File: config.mk
export PLATFORM = sky130hd
export DESIGN_NAME = ripple_addsub
export DESIGN_NICKNAME = d
export VERILOG_FILES = /design/src/rtl/addsub_pkg.sv /design/src/rtl/addsub_full_adder.sv /design/src/rtl/addsub_stage.sv /design/src/rtl/ripple_addsub.sv
export SDC_FILE = /design/constraint.sdc
export NUM_CORES = 1
export LEC_CHECK = 0
export ABC_AREA = 1
export BUFFER_PORTS_ARGS = -buffer_cell sky130_fd_sc_hd__buf_2
export CAP_MARGIN = 20
export CORE_AREA = 2 2 39 41
export DETAILED_ROUTE_END_ITERATION = 8
export DIE_AREA = 0 0 41 43
export PLACE_DENSITY = 0.67
export SYNTH_ARGS = -nofsm -noshare
export SYNTH_HDL_FRONTEND = slang
export SYNTH_SLANG_ARGS = --single-unit
File: constraint.sdc
create_clock -name vclk -period 10.9
set_input_delay 1.635 -clock vclk [all_inputs]
set_output_delay 1.635 -clock vclk [all_outputs]
set_load 0.02 [all_outputs]
File: src/rtl/addsub_pkg.sv
// Package: shared constants for the ripple add/subtract unit.
// Assumes: nothing beyond a default operand width of eight bits.
package addsub_pkg;
    localparam int unsigned ADDSUB_DEFAULT_W = 8;
endpackage : addsub_pkg

File: src/rtl/addsub_full_adder.sv
// Module: one-bit full adder.
// Does: forms the sum and carry of three input bits.
// Assumes: purely combinational use; no timing element inside.
module addsub_full_adder (
    input  logic in_p,
    input  logic in_q,
    input  logic in_c,
    output logic sum_o,
    output logic carry_o
);
    logic half_x;

    // Sum and majority carry of the three inputs.
    always_comb begin
        half_x  = in_p ^ in_q;
        sum_o   = half_x ^ in_c;
        carry_o = (in_p & in_q) | (in_c & half_x);
    end
endmodule : addsub_full_adder

File: src/rtl/addsub_stage.sv
// Module: one bit slice of the add/subtract chain.
// Does: conditionally inverts the second-operand bit under the shared mode
//       bit, then adds it to the first-operand bit and the incoming carry.
// Assumes: mode_i is the same global carry-in seen by every slice.
module addsub_stage (
    input  logic x_i,
    input  logic y_i,
    input  logic mode_i,
    input  logic cin_i,
    output logic s_o,
    output logic cout_o
);
    logic y_cond;

    // Invert the second-operand bit when subtracting.
    always_comb y_cond = y_i ^ mode_i;

    addsub_full_adder u_fa (
        .in_p    (x_i),
        .in_q    (y_cond),
        .in_c    (cin_i),
        .sum_o   (s_o),
        .carry_o (cout_o)
    );
endmodule : addsub_stage

File: src/rtl/ripple_addsub.sv
// Module: WIDTH-bit ripple-carry adder/subtractor with carry-controlled mode.
// Does: result = x + y when carry_mode_in = 0, x - y (two's complement) when 1;
//       carry_out is the carry leaving the most significant slice.
// Assumes: combinational block; bit 0 is the least significant bit; the
//          carry chain is internal and runs upward from bit 0.
module ripple_addsub
    import addsub_pkg::*;
#(
    parameter int unsigned WIDTH = ADDSUB_DEFAULT_W
) (
    input  logic [WIDTH-1:0] opnd_x,
    input  logic [WIDTH-1:0] opnd_y,
    input  logic             carry_mode_in,
    output logic [WIDTH-1:0] result,
    output logic             carry_out
);
    localparam int unsigned CHAIN_N = WIDTH + 1;

    logic [CHAIN_N-1:0] chain_c;

    // Seed the chain: the mode bit is also the +1 for subtraction.
    always_comb chain_c[0] = carry_mode_in;

    for (genvar gi = 0; gi < WIDTH; gi++) begin : g_slice
        addsub_stage u_stage (
            .x_i    (opnd_x[gi]),
            .y_i    (opnd_y[gi]),
            .mode_i (carry_mode_in),
            .cin_i  (chain_c[gi]),
            .s_o    (result[gi]),
            .cout_o (chain_c[gi+1])
        );
    end

    // Export the carry of the top slice.
    always_comb carry_out = chain_c[CHAIN_N-1];
endmodule : ripple_addsub

==> After elaboration in Yosys (flattened, before gate mapping) <==
Index checks and enable logic that the tools add are counted.
{ "totals": {"out_inout_bits": 9, "in_bits": 17, "register_bits": 0} }
{ "op_classes": {"bitwise": 48} }
{ "op_table": {"columns": ["operator", "n"], "rows": [
  ["bitwise XOR 1 bit", 24],
  ["bitwise AND 1 bit", 16],
  ["OR 1 bit", 8]
]} }

==> Longest topological paths before layout <==
{ "logic_depth": {"word_depth": 18, "mapped_depth": 13, "depth_no_buf": 11} }

==> By module <==
A second synthesis with hierarchy kept.
{ "hier_totals": {"hier_cells": 48, "hier_area_um2": 310.3} }
{ "by_module_without_submodules": {"columns": ["mod", "cells_each", "area_each_um2", "n_inst"], "rows": [
  ["addsub_full_adder", 1, 20.0, 8],
  ["addsub_stage", 5, 18.8, 8]
]} }

==> Worst setup path after synthesis <==
No wires, ideal clock.
{ "synth_path": {"path_type": "input port to output port", "start": "input port carry_mode_in", "end": "output port result[7]", "t_arrival_ns": 4.793, "path_slack_ns": 4.472, "n_path_buf": 2, "required_time_ns": 9.265, "path_stages": 13, "cell_sequence": "buf_6 > inv_2 > nand2_1 > nand2_1 > fa_1 > fa_1 > fa_1 > fa_1 > fa_1 > fa_1 > inv_1 > fa_1 > buf_4"} }
{ "synth_between": {"elab_chain_len": 17} }
{ "synth_rtl": {"columns": ["item", "line_no", "rtl"], "rows": [
  ["start, declared", "ripple_addsub.sv:13", "input logic carry_mode_in,"],
  ["bitwise XOR 1 bit", "addsub_stage.sv:16", "always_comb y_cond = y_i ^ mode_i;"],
  ["bitwise XOR 1 bit", "addsub_full_adder.sv:15", "half_x = in_p ^ in_q;"],
  ["bitwise AND 1 bit", "addsub_full_adder.sv:17", "carry_o = (in_p & in_q) | (in_c & half_x);"],
  ["OR 1 bit", "addsub_full_adder.sv:17", null],
  ["bitwise AND 1 bit", "addsub_full_adder.sv:17", null],
  ["OR 1 bit", "addsub_full_adder.sv:17", null],
  ["bitwise AND 1 bit", "addsub_full_adder.sv:17", null],
  ["OR 1 bit", "addsub_full_adder.sv:17", null],
  ["bitwise AND 1 bit", "addsub_full_adder.sv:17", null],
  ["OR 1 bit", "addsub_full_adder.sv:17", null],
  ["bitwise AND 1 bit", "addsub_full_adder.sv:17", null],
  ["OR 1 bit", "addsub_full_adder.sv:17", null],
  ["bitwise AND 1 bit", "addsub_full_adder.sv:17", null],
  ["OR 1 bit", "addsub_full_adder.sv:17", null],
  ["bitwise AND 1 bit", "addsub_full_adder.sv:17", null],
  ["OR 1 bit", "addsub_full_adder.sv:17", null],
  ["bitwise XOR 1 bit *", "addsub_full_adder.sv:16", "sum_o = half_x ^ in_c;"],
  ["end, declared", "ripple_addsub.sv:14", "output logic [WIDTH-1:0] result,"]
]} }
Mark *: on every way between the ends. The rest lies on a longest branch, timed or not.

==> Final worst setup path <==
Ends and elaborated chain as after synthesis.

==> qor.csv <==
stage;metric;value;unit
status;outcome;completed;
setup_path;critical_path.startpoint_type;input port;
setup_path;critical_path.most_common_cell;fa_1;
sta;final_period_minus_worst_setup_slack;6660;ps
die;floorplan.io_pins;26;
sta;final_min_period_over_clock_period;0.611;
placement;post-dp-hpwl;649;um
worst_hold_path;min_delay_worst_endpoint;result[0];
layout;reg_area;0;um^2
layout;ff_latch_count;0;
layout;syn2layout_area_growth;19.9;%
yosys;post_synth_mux_area_share;0;
route;vias;367;
layout;final_area;474;um^2
sta;timing.slew.headroom;0.903;
setup_path;cell_at_the_slowest_stage_of_the_critical_path;fa_1;
yosys;mapped_area;395;um^2
route;route.detailed.wl_per_inst;6.82;um
die;coreArea;1380;um^2
global_routing;grt_start_max_net_pins;9;
global_routing;gr-total-overflow;0;
die;initial_utilization;0.286;
sta;report.final.slew_viol_count;0;
setup_path;critical_path.max_stage_delay;410;ps
global_routing;antenna_found_initial;0;
route;routed_wl;668;um
yosys;synth-xor-area-share;0;
layout;utilization;0.343;
setup_path;timing_worst_setup_path_type;in -> out;
yosys;synth.distinct_cells;6;
die;chipHeight;43;um
global_routing;grt_pass1_vias;271;
setup_path;kind_of_capture_point_of_the_worst_setup_path;output pin;
yosys;synthesis.area_per_instance;6.08;um^2
layout;final.clkbuf_count;0;
yosys;synth_cells;65;
sta;grt_setup_unrepaired;no;
layout;finalNetCount;108;
route;via_density_per_instance;3.74;
pwr;ir_drop;0.0292;mV
die;floorplan.rows;14;
setup_path;worst_path_dominant_cell_family;adder cells;
clock_network;cts.repair_timing.setup_buffer_count;0;
yosys;synth_commonest_cells;nand2_1, inv_1, buf_4;
route;drtPass1Iterations;2;
sta;setup_tns;0;ps
placement;port_buffers;26;
sta;final-hold-violation-count;0;
yosys;ys_warnings;0;
worst_hold_path;tightest_hold_check_type;in -> out;
worst_hold_path;worstHoldPathCells;4;
route;drt.antenna.violating_nets;0;
sta;finalSetupViolCount;0;
worst_hold_path;min-delay-start;opnd_x[0];
yosys;synth_top_cell_area_share;0.354;
setup_path;crit_required;9270;ps
sta;measured_slew_at_the_worst_slew_check_pin;145;ps
yosys;post_synthesis_simple_gate_area_fraction;0.247;
setup_path;cp_cell_sequence;buf_2, inv_2, nand2_1, nand2_1, fa_1, fa_1, fa_1, fa_1, fa_1, fa_1, inv_1, fa_1, buf_2;
route;initialDrtViolationCount;1;
flow_run;maxCapViolCount;0;
layout;multi_input_combinational_cell_area;238;um^2
global_routing;grt_first_pass_wirelength;1040;um
yosys;complex_gate_fraction_of_the_synthesized_area;0;
yosys;synth_top_family_by_area;buffers and inverters;
yosys;yosys.cell_count.top_type;nand2_1;
pwr;fin_total_pwr;0.0328;mW
clock_network;cts-hold-fix-buffers;0;
placement;placed_cells_incl_taps;98;
clock_network;cts_repair_resize_count;0;
die;die_outline_area;1760;um^2
pwr;p_leak;0.353;nW
placement;placed_area;474;um^2
layout;num_antenna_cells;0;
sta;timing.fmax;150;MHz
yosys;synth_seq_area_share;0;
route;drc;0;
layout;fillCellCount;162;
yosys;synthesis.nets;89;
yosys;synth_fa_ha_area_frac;0.354;
die;die_width;41;um
setup_path;timing.critical_path.arrival;5020;ps
global_routing;global_route.usage.total;0.0808;
placement;place_congestion;0.627;
layout;final_layout_size_suffix_gt1_frac;0.329;
yosys;yosysTopAreaCell;fa_1;
layout;finish.cell_count_without_fillers;98;
setup_path;worst-path-max-fanout;8;
setup_path;path_buf_inv;4;
pwr;power_density;69.1;nW/um^2
yosys;main_area_contributors_after_synthesis;fa_1, nand2_1, inv_1, buf_4, buf_6;
==> worst max-delay path by stage <==
stage,start,endpoint,slack (ps),cells after the start
finish,carry_mode_in,result[7],4240,13
global route,carry_mode_in,result[7],4060,13
CTS,carry_mode_in,result[7],4190,13
detailed placement,carry_mode_in,result[7],4200,13
global placement,carry_mode_in,result[7],4260,13
floorplan,carry_mode_in,result[7],4470,13
==> per-stage QoR <==
| step | worst slack, ps | hold WS (ps) |
|---|---|---|
| 4_1_cts | 4190 | 3600 |
| 3_3_place_gp | 4260 | 3590 |
| 3_5_place_dp | 4200 | 3600 |
| 6_report | 4240 | 3600 |
| 2_1_floorplan | 4470 | 3480 |
| 5_1_grt | 4060 | 3630 |
==> cells by family (layout without fill, tap and decap cells) <==
logic type	count (synthesis)	in the layout
fa+ha+maj	7	7
buf+inv	32	49
simple gates	26	26
==> power breakdown <==
part           switching, mW  leakage [nW]  internal, mW
Sequential                 0             0             0
Clock                      0             0             0
Combinational         0.0205         0.353        0.0123
==> per-layer routing <==
metal,track usage,up-vias,part of all wire
li1,-,197,-
met1,0.0885,154,0.35
met2,0.163,16,0.56
met3,0.00524,0,0.091
met4,0,0,0
met5,0,-,0
==> final cells by class <==
cell class / count / share of cell area
Timing Repair Buffer: 26 / 0.274
Multi-Input combinational cell: 33 / 0.501
Inverter: 23 / 0.182
Tap cell: 16 / 0.0422
==> placed cells by master, fill, tap and decap left out <==
cell and n:
fa_1 7, inv_1 22, nand2_1 26, buf_2 26, inv_2 1
Power figures use the tool's default switching activity.
